## src/rtl/tx_pace_pkg.sv

```systemverilog
package tx_pace_pkg;

    localparam int DEF_CNT_W       = 8;
    localparam int DEF_EARLY_LIMIT = 16;

    // Mode bits captured with each parameter load
    typedef struct packed {
        logic early;
        logic hs_off;
        logic chk_off;
    } pace_mode_t;

    localparam pace_mode_t MODE_RESET = '{early: 1'b0, hs_off: 1'b0, chk_off: 1'b0};

    // Counter step selection
    typedef enum logic [1:0] {
        STEP_HOLD   = 2'd0,
        STEP_DEC    = 2'd1,
        STEP_RELOAD = 2'd2,
        STEP_LOAD   = 2'd3
    } pace_step_e;

    function automatic pace_step_e pick_step(input logic ld, input logic tick,
                                             input logic at_zero);
        if (ld)
            return STEP_LOAD;
        else if (!tick)
            return STEP_HOLD;
        else if (at_zero)
            return STEP_RELOAD;
        else
            return STEP_DEC;
    endfunction

    function automatic bit is_pow2(input int v);
        return (v > 0) && ((v & (v - 1)) == 0);
    endfunction

endpackage

```

## src/rtl/pace_cfg_reg.sv

```systemverilog
module pace_cfg_reg
    import tx_pace_pkg::*;
#(
    parameter int CNT_W = DEF_CNT_W
) (
    input  logic             clk,
    input  logic             rst,
    input  logic             load,
    input  logic [CNT_W-1:0] reload_in,
    input  pace_mode_t       mode_in,
    output logic [CNT_W-1:0] reload_q,
    output pace_mode_t       mode_q,
    output logic             early_d
);

    logic [CNT_W-1:0] reload_d;
    pace_mode_t       mode_d;

    always_comb begin
        reload_d = reload_q;
        mode_d   = mode_q;
        if (load) begin
            reload_d = reload_in;
            mode_d   = mode_in;
        end
    end

    assign early_d = mode_d.early;

    always_ff @(posedge clk) begin
        if (rst) begin
            reload_q <= '0;
            mode_q   <= MODE_RESET;
        end else begin
            reload_q <= reload_d;
            mode_q   <= mode_d;
        end
    end

endmodule

```

## src/rtl/pace_down_counter.sv

```systemverilog
module pace_down_counter
    import tx_pace_pkg::*;
#(
    parameter int CNT_W = DEF_CNT_W
) (
    input  logic             clk,
    input  logic             rst,
    input  logic             load,
    input  logic             tick,
    input  logic [CNT_W-1:0] load_val,
    input  logic [CNT_W-1:0] reload_q,
    output logic [CNT_W-1:0] cnt_q,
    output logic [CNT_W-1:0] cnt_d
);

    localparam logic [CNT_W-1:0] ONE = CNT_W'(1);

    pace_step_e step;
    logic       at_zero;

    assign at_zero = (cnt_q == '0);
    assign step    = pick_step(load, tick, at_zero);

    always_comb begin
        unique case (step)
            STEP_LOAD:   cnt_d = load_val;
            STEP_RELOAD: cnt_d = reload_q;
            STEP_DEC:    cnt_d = cnt_q - ONE;
            default:     cnt_d = cnt_q;
        endcase
    end

    always_ff @(posedge clk) begin
        if (rst)
            cnt_q <= '0;
        else
            cnt_q <= cnt_d;
    end

endmodule

```

## src/rtl/pace_permit_gen.sv

```systemverilog
module pace_permit_gen
    import tx_pace_pkg::*;
#(
    parameter int CNT_W       = DEF_CNT_W,
    parameter int EARLY_LIMIT = DEF_EARLY_LIMIT
) (
    input  logic             clk,
    input  logic             rst,
    input  logic [CNT_W-1:0] cnt_d,
    input  logic             early_d,
    output logic             permit_q
);

    localparam int LIM_LOG = $clog2(EARLY_LIMIT);

    logic zero_d;
    logic below_d;

    assign zero_d = (cnt_d == '0);

    // Threshold compare: a power-of-two limit reduces to an upper-bit zero test
    generate
        if (is_pow2(EARLY_LIMIT)) begin : g_pow2
            if (CNT_W > LIM_LOG) begin : g_upper
                assign below_d = (cnt_d[CNT_W-1:LIM_LOG] == '0);
            end else begin : g_all
                assign below_d = 1'b1;
            end
        end else begin : g_cmp
            assign below_d = (int'(cnt_d) < EARLY_LIMIT);
        end
    endgenerate

    always_ff @(posedge clk) begin
        if (rst)
            permit_q <= 1'b1;
        else
            permit_q <= early_d ? below_d : zero_d;
    end

endmodule

```

## src/rtl/tx_pace_ctrl.sv

```systemverilog
module tx_pace_ctrl
    import tx_pace_pkg::*;
#(
    parameter int CNT_W       = DEF_CNT_W,
    parameter int EARLY_LIMIT = DEF_EARLY_LIMIT
) (
    input  logic             clk,
    input  logic             rst,
    input  logic             pace_ld,
    input  logic [CNT_W-1:0] pace_reload,
    input  logic             pace_early,
    input  logic             hs_off_in,
    input  logic             chk_off_in,
    input  logic             byte_tick,
    output logic             permit_o,
    output logic             hs_off_o,
    output logic             chk_off_o
);

    pace_mode_t       mode_in;
    pace_mode_t       mode_q;
    logic [CNT_W-1:0] reload_q;
    logic [CNT_W-1:0] cnt_q;
    logic [CNT_W-1:0] cnt_d;
    logic             early_d;

    assign mode_in = '{early: pace_early, hs_off: hs_off_in, chk_off: chk_off_in};

    pace_cfg_reg #(.CNT_W(CNT_W)) u_cfg (
        .clk       (clk),
        .rst       (rst),
        .load      (pace_ld),
        .reload_in (pace_reload),
        .mode_in   (mode_in),
        .reload_q  (reload_q),
        .mode_q    (mode_q),
        .early_d   (early_d)
    );

    pace_down_counter #(.CNT_W(CNT_W)) u_cnt (
        .clk      (clk),
        .rst      (rst),
        .load     (pace_ld),
        .tick     (byte_tick),
        .load_val (pace_reload),
        .reload_q (reload_q),
        .cnt_q    (cnt_q),
        .cnt_d    (cnt_d)
    );

    pace_permit_gen #(.CNT_W(CNT_W), .EARLY_LIMIT(EARLY_LIMIT)) u_permit (
        .clk      (clk),
        .rst      (rst),
        .cnt_d    (cnt_d),
        .early_d  (early_d),
        .permit_q (permit_o)
    );

    assign hs_off_o  = mode_q.hs_off;
    assign chk_off_o = mode_q.chk_off;

endmodule

```

## config.mk

```make
export PLATFORM = sky130hd
export DESIGN_NAME = tx_pace_ctrl
export DESIGN_NICKNAME = d
export VERILOG_FILES = /design/src/rtl/tx_pace_pkg.sv /design/src/rtl/pace_cfg_reg.sv /design/src/rtl/pace_down_counter.sv /design/src/rtl/pace_permit_gen.sv /design/src/rtl/tx_pace_ctrl.sv
export SDC_FILE = /design/constraint.sdc
export NUM_CORES = 1
export LEC_CHECK = 0
export ABC_AREA = 1
export BUFFER_PORTS_ARGS = -buffer_cell sky130_fd_sc_hd__buf_2
export CAP_MARGIN = 5
export CORE_ASPECT_RATIO = 1.4
export CORE_UTILIZATION = 40
export DETAILED_ROUTE_END_ITERATION = 7
export PLACE_DENSITY = 0.68
export SYNTH_ARGS = -nofsm -noshare
export SYNTH_HDL_FRONTEND = slang
export SYNTH_SLANG_ARGS = --single-unit
```

## constraint.sdc

```tcl
create_clock -name clk -period 2.1 [get_ports clk]
set_clock_uncertainty 0.1 [all_clocks]
set_input_delay 0.21 -clock clk [delete_from_list [all_inputs] [get_ports clk]]
set_output_delay 0.21 -clock clk [all_outputs]
set_load 0.005 [all_outputs]
```

# --- After elaboration in Yosys (flattened, before gate mapping) ---
# Cells that the tools add are included.
word_totals:
  in_bits: 15
  reg_bits: 20
op_classes:
  n_reduce_logical: 3
  n_eq_ne: 3
  mux: 6
  add_sub_neg: 1
op_table:
  columns: ["operator", "count"]
  rows:
  - ["one-hot mux 8 bit (3 select lines)", 1]
  - ["zero test 8 bit", 2]
  - ["subtractor 8 x 1 -> 8 bit (second input constant)", 1]
  - ["2-to-1 mux 2 bit", 3]
  - ["== test 2 bit (second input constant)", 2]
  - ["zero test 4 bit", 1]
  - ["2-to-1 mux 3 bit", 1]
  - ["== test 2 x 1 -> 1 bit (second input constant)", 1]
  - ["2-to-1 mux 1 bit", 1]

# --- Longest topological paths before layout ---
# Gate-level depths: netlist of run 1.
depth:
  ltp_word: 8
  depth_mapped: 13

# --- Hierarchy ---
# From an unflattened synthesis of run 1, not the netlist that was laid out.
unflattened:
  cells_unflattened: 184
  hier_area_um2: 1325.0
by_module_without_submodules:
  columns: ["module", "area_per_inst_um2", "cells_each", "instances", "seq_area_each_um2"]
  rows:
  - ["pace_down_counter", 830.8, 120, 1, 160.2]
  - ["pace_cfg_reg", 427.9, 52, 1, 220.2]
  - ["pace_permit_gen", 66.3, 12, 1, 20.0]

# --- Worst setup path after synthesis of run 1 ---
# No wires, ideal clock.
synth_path:
  path_kind: "flip-flop to flip-flop"
  from: "register u_cnt.cnt_q[0]"
  to: "register u_permit.permit_q"
  t_arrival_ns: 1.291
  path_slack_ns: 0.596
  t_required_ns: 1.887
  stages_incl_launch_ff: 13
  path_cell_list: "dfxtp_1 > inv_1 > ha_1 > nand2_1 > nor2_8 > nor2_4 > nand3_1 > nand3_1 > nand2_1 > nand2_1 > nor2_1 > nand2_1 > nand2_1"
synth_via:
  elab_chain_len: 8
  elab_cells_between_ends: 12
  cone_classes: "add/sub: 1; eq/ne: 3; mux: 5; reduce/logical: 3"
synth_lines:
  columns: ["item", "line", "rtl"]
  rows:
  - ["start, declared", "pace_down_counter.sv:12", "output logic [CNT_W-1:0] cnt_q,"]
  - ["start signal, assigned", "pace_down_counter.sv:37", "cnt_q <= cnt_d;"]
  - ["zero test 8 bit", "pace_down_counter.sv:21", "assign at_zero = (cnt_q == '0);"]
  - ["2-to-1 mux 2 bit", "tx_pace_pkg.sv:29", "else if (at_zero)"]
  - ["2-to-1 mux 2 bit", "tx_pace_pkg.sv:27", "else if (!tick)"]
  - ["2-to-1 mux 2 bit", "tx_pace_pkg.sv:25", "if (ld)"]
  - ["== test 2 x 1 -> 1 bit or == test 2 bit (tied branches)", "pace_down_counter.sv:25", "unique case (step)"]
  - ["one-hot mux 8 bit (3 select lines) *", "pace_down_counter.sv:25", null]
  - ["zero test 8 bit or zero test 4 bit (tied branches)", "pace_permit_gen.sv:19, pace_permit_gen.sv:25", null]
  - ["2-to-1 mux 1 bit *", "pace_permit_gen.sv:38", "permit_q <= early_d ? below_d : zero_d;"]
  - ["end signal, assigned", "pace_permit_gen.sv:38", null]
  - ["end, declared", "pace_permit_gen.sv:11", "output logic permit_q"]
# Every way passes the cells marked *; elsewhere a longest branch is shown, timed or not.
# A chain may end at the register's enable or synchronous reset.

# --- Final worst setup path of run 1 ---
# Ends and elaborated chain as after synthesis.

==> results of run 1 <==
## final cells by class
type / instances / area [um2]
multi-input cells: 134 / 621
well taps: 36 / 45.0
fillers: 289 / 1380
flip-flops and latches: 20 / 400
clock buffers: 3 / 22.5
inverters: 22 / 82.6
repair buffers: 18 / 92.6
## sequential cells by signal, summed over array words and instances, names as in the netlist
name	cells
u_cfg.mode_q	3
u_cfg.reload_q	8
u_cnt.cnt_q	8
u_permit.permit_q	1
## logic make-up (layout without fill, tap and decap cells)
logic type / after synthesis / count (layout)
AOI/OAI and AO/OA: 18 / 18
xor gates and xnor gates: 1 / 1
adders and majority gates: 2 / 2
buffers and inverters: 26 / 43
DFF: 20 / 20
and+or+nand+nor: 113 / 113
## per-stage QoR
step	hold WS [ps]	setup slack (ps)	utilization	area, um2
floorplan	245	596	-	1120
global placement	339	469	0.470	1240
detailed placement	345	436	0.470	1240
CTS	32.3	409	0.478	1260
global route	47.6	221	0.478	1260
finish	27.9	411	0.478	1260
## cells in the final DEF, fill, tap and decap left out, types with 2 or more instances in the layout
master / Yosys / layout
nor2_1: 23 / 23
buf_2: 1 / 17
inv_2: 2 / 2
o21ai_0: 4 / 4
nor2_4: 2 / 2
clkbuf_4: 0 / 3
nand2_2: 2 / 2
a21oi_1: 11 / 11
inv_1: 20 / 20
ha_1: 2 / 2
nand2_1: 68 / 68
dfxtp_1: 20 / 20
nand3_1: 12 / 12
## worst min-delay path, cell delays in order
cell and delay [ps]:
buf_2 80, nor2_1 30, nor2_1 80
## final timing paths
check | start | to | slack [ps] | cells past startpoint
worst min register to register | u_cfg.reload_q[7] | u_cfg.reload_q[7] | 370 | 2
worst max register to register | u_cnt.cnt_q[0] | u_permit.permit_q | 410 | 13
worst max-delay path | u_cnt.cnt_q[0] | u_permit.permit_q | 410 | 13
worst min-delay path | hs_off_in | u_cfg.mode_q[1] | 30 | 3
## report_power, final
| part | internal [W] | switching [W] |
|---|---|---|
| logic | 0.0000869 | 0.000154 |
| registers | 0.000407 | 0.0000183 |
| clock network | 0.0000668 | 0.000114 |
## per-layer routing
layer / vias to the layer above / global-route usage / wire length, um
met2: 27 / 0.321 / 1200
met4: 0 / 0.0607 / 44
met5: - / 0 / 0
li1: 590 / - / -
met3: 7 / 0.0251 / 62
met1: 472 / 0.235 / 1070
==> metrics.md, run 1 <==
| Metric | Value |
|---|---|
| Peak per-stage delay on the critical path | 320 ps |
| Core Rows | 22 |
| # resized after CTS | 0 |
| Boundary Pins | 18 |
| GRT Residual Overflow | 0 |
| Ys async rst share | 0 |
| Finished Layout Cells | 233 |
| TNS Setup | 0 ps |
| Via Count | 1096 |
| # hold bufs at CTS | 0 |
| XOR/XNOR Fraction of Synth Area | 0.00780 |
| Initial Utilization | 0.425 |
| Ratio of cells with drive above 1 in the final layout | 0.157 |
| Number of global-route vias before repair | 1045 |
| Sink Count | 20 |
| Area share of and/or/nand/nor cells after synthesis | 0.439 |
| Max-cap viol count | 0 |
| Most frequent cell after synthesis | nand2_1 |
| Combinational family with the most area after synthesis | simple AND/OR/NAND/NOR gates |
| Crit end category | flip-flop |
| DRT iter0 DRCs | 22 |
| Cell Chain, Critical Path | inv_1 -> ha_1 -> nand2_1 -> inv_1 -> nand2_2 -> nor2_1 -> nor2_1 -> nand2_1 -> nand2_1 -> nand2_1 -> nor2_1 -> nand2_1 -> nand2_1 |
| Critical path buffers and inverters | 2 |
| Worst-skew pair later-pin latency | 300 ps |
| Vias/cell | 4.70 |
| Area delta synth->final | 12.5% |
| # DRC | 0 |
| Post-synth EDFFs | 0 |
| Pleak | 0.672 nW |
| Arrival time worst endpoint | 1830 ps |
| # nets final | 216 |
| PortBufs | 17 |
| Gpl congestion | 0.846 |
| Cell Pwr Density | 670 nW/um2 |
| Syn nets | 197 |
| Max-slew headroom | 0.789 |
| Number of setup buffers added after CTS | 0 |
| Post-synthesis mux area share | 0 |
| Post-route minimum period | 1690 ps |
| Worst Tran Pin Value | 316 ps |
| Pin count of the biggest net entering global routing | 19 |
| RSZ-0062 raised after global routing | no |
| Most used DFF post-synth | dfxtp_1 |
| HP Class | input pin to flip-flop |
| Synth top area share | 0.356 |
| Cells after synthesis | 180 |
| Biggest area consumer among synthesized cells | dfxtp_1 |
| Average wire per standard cell | 10.2 um |
| Flops & latches, synth | 20 |
| Most frequent cells after synthesis | 68 x nand2_1, 23 x nor2_1, 20 x dfxtp_1, 20 x inv_1, 12 x nand3_1 |
| F_max | 0.592 GHz |
| Synth Area in Compound Gates | 0.0835 |
| Status | finished, final reports clean |
| First-pass GRT wire length | 4270 um |
| Dpl cells | 230 |
| Core box area | 2640 um2 |
| Distinct cell type count after synthesis | 25 |
| Initial antenna violation count | 0 |
| Clock-pin slew on the worst setup and hold paths | 110 ps |
| CTS tree | built |
| Total clock buffers created by CTS | 3 |
| Top cell by count, worst path | nand2_1 |
| Seq/Total Area, Yosys | 0.356 |
| Die ar. | 3030 um2 |
| CP Launch Type | flip-flop |
| Chip height | 64.7 um |
| WP data required | 2250 ps |
| Drt total wl | 2380 um |
| Final Power | 0.000847 W |
| First-pass detailed-route iteration total | 4 |
| Antenna Violating Nets Remaining | 0 |
| H-tree Lvls | 1 |
| Warnings from Yosys | 0 |
| Post-synthesis adder-cell area fraction | 0.0223 |
| VDD IR max | 0.000562 V |
| GRT Util Overall | 0.189 |
| Syn_area_per_cell | 6.24 um2 |
| Setup CP Type | flip-flop to flip-flop |
| Post-Syn Area | 1120 um2 |
| Count of final hold-check violations | 0 |
| Clock Tree Buf Depth | 2 |
| Root Buffer | clkbuf_4 |
| Final setup viols | 0 |
| Worst-path fanout max | 5 |
| Crit path max-delay family | simple AND/OR/NAND/NOR gates |
| Die Width | 46.8 um |
| ANT cells | 0 |
| Crit path max-delay cell type | dfxtp_1 |
| Synth area leaders | dfxtp_1 36%, nand2_1 23%, nor2_1 7.7% |
| Tcrit/Tclk final | 0.804 |
| Fin. max-slew vios | 0 |
| Dpl hpwl | 1910 um |
(Power assumes the default switching activity.)
==> inputs of run 2 (changes only) <==
==> constraint.sdc (replaced) <==
create_clock -name clk -period 1.6 [get_ports clk]
set_clock_uncertainty 0.1 [all_clocks]
set_input_delay 0.16 -clock clk [delete_from_list [all_inputs] [get_ports clk]]
set_output_delay 0.16 -clock clk [all_outputs]
set_load 0.005 [all_outputs]
==> run 2 against run 1 <==
  * First-iteration DRC count is 59% higher
  * Clock power up 130%
  * Cell count rose by 4.7%
  * Cell area grew 15%
  * Routed wire length up 7.3%
  * Critical path depth down 2
  * Utilization increased by 7.1 points
==> metrics.md, run 2 (synthesis results as in run 1) <==
| Metric | Value |
|---|---|
| Max-slew headroom | 0.777 (-0.0124) |
| Commonest non-fill, non-tap cell in the layout | nand2_1 |
| Footprint of the multi-input gates | 684 um2 (+10%) |
| Seq pwr share | 0.408 (-0.094) |
| DRT iter0 DRCs | 35 (+59%) |
| ANT cells | 0 (unchanged) |
| Core Rows | 22 (unchanged) |
| GRT Residual Overflow | 0 (unchanged) |
| First-pass GRT wire length | 4270 um (unchanged) |
| Initial antenna violation count | 0 (unchanged) |
| Post-route minimum period | 1510 ps (-176 ps) |
| CP Launch Type | flip-flop |
| Register area | 410 um2 (+2.5%) |
| Arrival time worst endpoint | 1690 ps (-140 ps) |
| Area delta synth->final | 29.2% |
| Clock-pin slew on the worst setup and hold paths | 130 ps (+20 ps) |
| Pre-CTS WS | -86.3 ps (-522 ps) |
| Crit path max-delay cell type | dfxtp_4 |
| Via Count | 1151 (+5.0%) |
| Vias/cell | 4.72 (+0.28%) |
| Gpl congestion | 0.849 (+0.32%) |
| Comb pwr share | 0.284 (about the same) |
| Boundary Pins | 18 (unchanged) |
| Antenna Violating Nets Remaining | 0 (unchanged) |
| Peak per-stage delay on the critical path | 380 ps (+60 ps) |
| Switching part of the total | 0.309 (-0.0287) |
| Setup ws final | 86.4 ps (-324 ps) |
| Die Width | 46.8 um (unchanged) |
| First-pass detailed-route iteration total | 4 (unchanged) |
| Pin count of the biggest net entering global routing | 19 (unchanged) |
| Count of final hold-check violations | 0 (unchanged) |
| F_max | 0.661 GHz (+12%) |
| # nets final | 226 (+4.6%) |
| Dpl hpwl | 1950 um (+2.2%) |
| Critical path buffers and inverters | 0 (-2) |
| Fin. max-slew vios | 0 (unchanged) |
| # DRC | 0 (unchanged) |
| Worst-path fanout max | 7 (+2) |
| Setup CP Type | flip-flop to flip-flop |
| Core box area | 2640 um2 (unchanged) |
| Int Power | 0.000953 W (+70%) |
| Die ar. | 3030 um2 (unchanged) |
| R2r setup slk | 90 ps (-320 ps) |
| Pleak | 0.743 nW (+11%) |
| Commonest cells after routing, fill and taps aside | 64 x nand2_1, 22 x nor2_1, 18 x inv_1 |
| RSZ-0062 raised after global routing | yes |
| WP data required | 1780 ps (-470 ps) |
| Crit end category | flip-flop |
| Number of fill cells | 255 (-12%) |
| Worst Tran Pin Value | 334 ps (+18.6 ps) |
| GRT Util Overall | 0.192 (+0.00314) |
| Clock power share | 0.308 (+0.094) |
| HP Class | input pin to flip-flop |
| Drt total wl | 2550 um (+7.3%) |
| Worst-skew pair later-pin latency | 320 ps (+20 ps) |
| Final Power | 0.00138 W (+63%) |
| Cell Chain, Critical Path | nor2_4 -> nand2_4 -> nor2_8 -> nor2_4 -> nand2_1 -> nand2_1 -> nand2_1 -> nand2_1 -> o21bai_1 -> nand2_1 -> nand2_1 |
| Number of global-route vias before repair | 1032 (-1.2%) |
| Final setup viols | 0 (unchanged) |
| Top cell by count, worst path | nand2_1 |
| VDD IR max | 0.000630 V (+12%) |
| Max-cap viol count | 0 (unchanged) |
| Sink Count | 20 (unchanged) |
| Initial Utilization | 0.425 (unchanged) |
| Clock Tree Buf Depth | 2 (unchanged) |
| PortBufs | 17 (unchanged) |
| Root Buffer | clkbuf_4 |
| Psw | 0.000426 W (+49%) |
| Crit path max-delay family | simple AND/OR/NAND/NOR gates |
| CTS tree | built |
| Average wire per standard cell | 10.5 um (+2.4%) |
| Tcrit/Tclk final | 0.946 (+0.142) |
| Largest regs | u_cfg.reload_q (8), u_cnt.cnt_q (8), u_cfg.mode_q (3) |
| Ratio of cells with drive above 1 in the final layout | 0.269 (+0.112) |
| Chip height | 64.7 um (unchanged) |
| Status | finished, final reports clean |
| Cell Pwr Density | 950 nW/um2 (+42%) |
| Total clock buffers created by CTS | 3 (unchanged) |
| H-tree Lvls | 1 (unchanged) |
-- run 2: layout make-up --
cell class / count / area share
sequential: 20 / 0.283
multi-input combinational: 134 / 0.472
clock inverter: 1 / 0.0207
timing repair buffer: 28 / 0.122
clock buffer: 3 / 0.0155
inverter: 22 / 0.0569
tap: 36 / 0.0310
-- run 2: tightest hold or removal path, cell delays in order --
cell,delay [ps]
buf_2,90
nand2_1,70
a21oi_1,70
-- run 2: routing by layer --
layer / part of all wire / vias to the layer above / global-route usage
li1: - / 609 / -
met1: 0.43 / 510 / 0.223
met2: 0.52 / 24 / 0.333
met3: 0.025 / 8 / 0.0251
met4: 0.030 / 0 / 0.0821
met5: 0 / - / 0
-- run 2: per-stage QoR --
step           hold WS [ps]  setup TNS, ps  instances   util  area, um2
4_1_cts                9.19              0        242  0.519       1370
3_5_place_dp            293          -86.3        236  0.487       1290
5_1_grt                11.1          -49.1        244  0.549       1450
3_3_place_gp            288          -58.6        236  0.487       1290
2_1_floorplan           195              0        180      -       1120
6_report               3.87              0        244  0.549       1450
-- run 2: worst paths after layout --
path,from,endpoint,cells past startpoint
hold reg to reg,u_cfg.reload_q[0],u_cfg.reload_q[0],2
setup reg to reg,u_cnt.cnt_q[3],u_permit.permit_q,11
setup / recovery,u_cnt.cnt_q[3],u_permit.permit_q,11
hold / removal,pace_reload[5],u_cfg.reload_q[5],3
-- run 2: power by group through the flow --
stage / Combinational, W / Sequential [W] / Clock [W]
2_1_floorplan: 0.000245 / 0.000564 / 0
4_1_cts: 0.000352 / 0.000559 / 0.000423
5_1_grt: 0.000441 / 0.000567 / 0.000447
6_report: 0.000392 / 0.000563 / 0.000424
3_3_place_gp: 0.000333 / 0.000568 / 0
3_5_place_dp: 0.000339 / 0.000569 / 0
-- run 2: repair_timing --
item / CTS / global route
hold endpoints to repair: 2 / 0
endpoints found under the setup margin: 2 / 4
pin swaps: 3 / 14
buffers inserted: 0 / 2
gates cloned: 0 / 0
gates resized for setup: 5 / 18
hold buffers: 2 / 0
==> inputs of run 3 (changes only) <==
--- a/config.mk
+++ b/config.mk
@@ -8,10 +8,12 @@
 export ABC_AREA = 1
 export BUFFER_PORTS_ARGS = -buffer_cell sky130_fd_sc_hd__buf_2
 export CAP_MARGIN = 5
+export CELL_PAD_IN_SITES_DETAIL_PLACEMENT = 0
+export CELL_PAD_IN_SITES_GLOBAL_PLACEMENT = 2
 export CORE_ASPECT_RATIO = 1.4
-export CORE_UTILIZATION = 40
+export CORE_UTILIZATION = 29
 export DETAILED_ROUTE_END_ITERATION = 7
-export PLACE_DENSITY = 0.68
+export PLACE_DENSITY = 0.85
 export SYNTH_ARGS = -nofsm -noshare
 export SYNTH_HDL_FRONTEND = slang
 export SYNTH_SLANG_ARGS = --single-unit
==> run 3 against run 2 <==
  * Critical path depth rose by 1
  * Worst hold slack better by 28 ps
  * Worst setup slack got worse by 13 ps
  * Fmax down 0.85%
==> metrics.md, run 3 (synthesis results as in run 1) <==
| Metric | Value |
|---|---|
| Area delta synth->final | 33.0% |
| HP Class | input pin to flip-flop |
| Met1 usage | 0.173 (-0.0501) |
| Reg2reg end | u_permit.permit_q |
| Dpl hpwl | 2300 um (+18%) |
| Arrival time worst endpoint | 1580 ps (-110 ps) |
| Top cell by count, worst path | nand2_1 |
| Commonest non-fill, non-tap cell in the layout | nand2_1 |
| Vias/cell | 4.60 (-2.5%) |
| H-tree Lvls | 1 (unchanged) |
| Worst Tran Pin Value | 234 ps (-100 ps) |
| Pin count of the biggest net entering global routing | 12 (-7) |
| RSZ-0062 raised after global routing | yes |
| GRT Util Overall | 0.165 (-0.0274) |
| Average wire per standard cell | 11.3 um (+8.0%) |
| DRT iter0 DRCs | 25 (-29%) |
| CP Depth | 12 (+1) |
| Ratio of cells with drive above 1 in the final layout | 0.316 (+0.0466) |
| Total clock buffers created by CTS | 3 (unchanged) |
| Number of global-route vias before repair | 1203 (+17%) |
| Pre-CTS WS | -92.7 ps (-6.42 ps) |
| PortBufs | 17 (unchanged) |
| VDD IR max | 0.000792 V (+26%) |
| Critical path buffers and inverters | 1 (+1) |
| CTS tree | built |
| Met3 usage in global routing | 0.0220 (-0.00311) |
| First-pass detailed-route iteration total | 4 (unchanged) |
| Sink Count | 20 (unchanged) |
| Max-cap viol count | 0 (unchanged) |
| Setup ws final | 73.5 ps (-12.9 ps) |
| Max-slew headroom | 0.844 (+0.0667) |
| Cell Pwr Density | 924 nW/um2 (-2.7%) |
| Met2 usage | 0.304 (-0.0295) |
| Die ar. | 4130 um2 (+36%) |
| Crit path max-delay cell type | dfxtp_2 |
| Die Width | 54.6 um (+17%) |
| Footprint of the multi-input gates | 719 um2 (+5.1%) |
| Antenna Violating Nets Remaining | 0 (unchanged) |
| Via Count | 1154 (+0.26%) |
| Setup CP Type | flip-flop to flip-flop |
| Clock-pin slew on the worst setup and hold paths | 80 ps (-50 ps) |
| Final setup viols | 0 (unchanged) |
| # DRC | 0 (unchanged) |
| Register area | 403 um2 (-1.8%) |
| Core Rows | 26 (+18%) |
| CP Launch Type | flip-flop |
| Gpl congestion | 0.816 (-3.8%) |
| WP data required | 1650 ps (-130 ps) |
| GRT Residual Overflow | 0 (unchanged) |
| Worst-path fanout max | 7 (unchanged) |
| Worst-skew pair later-pin latency | 260 ps (-60 ps) |
| Cell Chain, Critical Path | inv_2 -> ha_4 -> nand2_8 -> nor2_8 -> nor2_4 -> nand2_1 -> nand2_1 -> nand2_2 -> nand2_2 -> o21bai_1 -> nand2_1 -> nand2_1 |
| Crit end category | flip-flop |
| Initial Utilization | 0.306 (-0.120) |
| Pleak | 0.760 nW (+2.3%) |
| Final core occ | 0.406 (-0.143) |
| Setup crit end | u_permit.permit_q |
| Chip height | 75.7 um (+17%) |
| Status | finished, final reports clean |
| Tcrit/Tclk final | 0.954 (+0.00807) |
| Post-route minimum period | 1530 ps (+12.9 ps) |
| R2r worst-path depth | 12 (+1) |
| ANT cells | 0 (unchanged) |
| Crit path max-delay family | simple AND/OR/NAND/NOR gates |
| Commonest cells after routing, fill and taps aside | 59 x nand2_1, 20 x nor2_1, 18 x dfxtp_1 |
| Most Crowded Layer GR | met2 |
| R2r setup slk | 70 ps (about the same) |
| Root Buffer | clkbuf_8 |
| Initial antenna violation count | 0 (unchanged) |
| Crit. Startpoint | u_cnt.cnt_q[1] |
| Clock Tree Buf Depth | 2 (unchanged) |
| # nets final | 227 (+0.44%) |
| Drt total wl | 2840 um (+11%) |
| First-pass GRT wire length | 4900 um (+15%) |
| Number of fill cells | 409 (+60%) |
| Core box area | 3680 um2 (+39%) |
| Largest regs | u_cfg.reload_q (8), u_cnt.cnt_q (8), u_cfg.mode_q (3) |
| Boundary Pins | 18 (unchanged) |
| F_max | 0.655 GHz (-0.85%) |
| Count of final hold-check violations | 0 (unchanged) |
| Fin. max-slew vios | 0 (unchanged) |
| Worst r2r src | u_cnt.cnt_q[1] |
| Peak per-stage delay on the critical path | 340 ps (-40 ps) |
==> run 3: worst min path at each step <==
stage | start | endpoint | slack, ps | cells after the start
2_1_floorplan | chk_off_in | u_cfg.mode_q[0] | 190 | 2
3_3_place_gp | chk_off_in | u_cfg.mode_q[0] | 290 | 3
3_5_place_dp | hs_off_in | u_cfg.mode_q[1] | 300 | 3
4_1_cts | hs_off_in | u_cfg.mode_q[1] | 30 | 3
5_1_grt | chk_off_in | u_cfg.mode_q[0] | 60 | 3
6_report | hs_off_in | u_cfg.mode_q[1] | 30 | 3
==> run 3: per-stage QoR <==
stage | total power (W) | setup TNS, ps | instance area [um2] | hold slack, ps | cells
5_1_grt | 0.00148 | -31.1 | 1490 | 58.2 | 251
3_5_place_dp | 0.000932 | -94.0 | 1320 | 300 | 246
3_3_place_gp | 0.000931 | -63.4 | 1320 | 287 | 246
4_1_cts | 0.00135 | 0 | 1400 | 28.0 | 250
6_report | 0.00138 | 0 | 1490 | 31.6 | 251
2_1_floorplan | 0.000809 | 0 | 1120 | 195 | 180
==> run 3: metal layers <==
| layer | vias to the layer above | part of all wire |
|---|---|---|
| li1 | 609 | - |
| met1 | 527 | 0.41 |
| met2 | 14 | 0.54 |
| met3 | 4 | 0.017 |
| met4 | 0 | 0.024 |
| met5 | - | 0 |
==> run 3: report_power, final <==
| part | internal, W | switching [W] |
|---|---|---|
| Sequential | 0.000536 | 0.0000255 |
| Clock | 0.000219 | 0.000168 |
| Combinational | 0.000180 | 0.000253 |
==> run 3: worst register-to-register path, cell delays in order (launching register included) <==
cell      delay [ps]
dfxtp_2          340
inv_2             50
ha_4             170
nand2_8           80
nor2_8            50
nor2_4           180
nand2_1           90
nand2_1           90
nand2_2           60
nand2_2           70
o21bai_1          70
nand2_1           50
nand2_1           40
==> run 3: layout make-up <==
class	count	area share
Tap cell	42	0.0352
Clock buffer	4	0.0369
Sequential cell	20	0.270
Timing Repair Buffer	29	0.120
Inverter	22	0.0570
Multi-Input combinational cell	134	0.482
==> run 3: repair_timing <==
item,4_1_cts,5_1_grt
resized for setup,8,24
pin swaps,7,16
hold endpoints to repair,0,0
hold buffers,0,0
buffers inserted,0,1
endpoints found under the setup margin,3,2
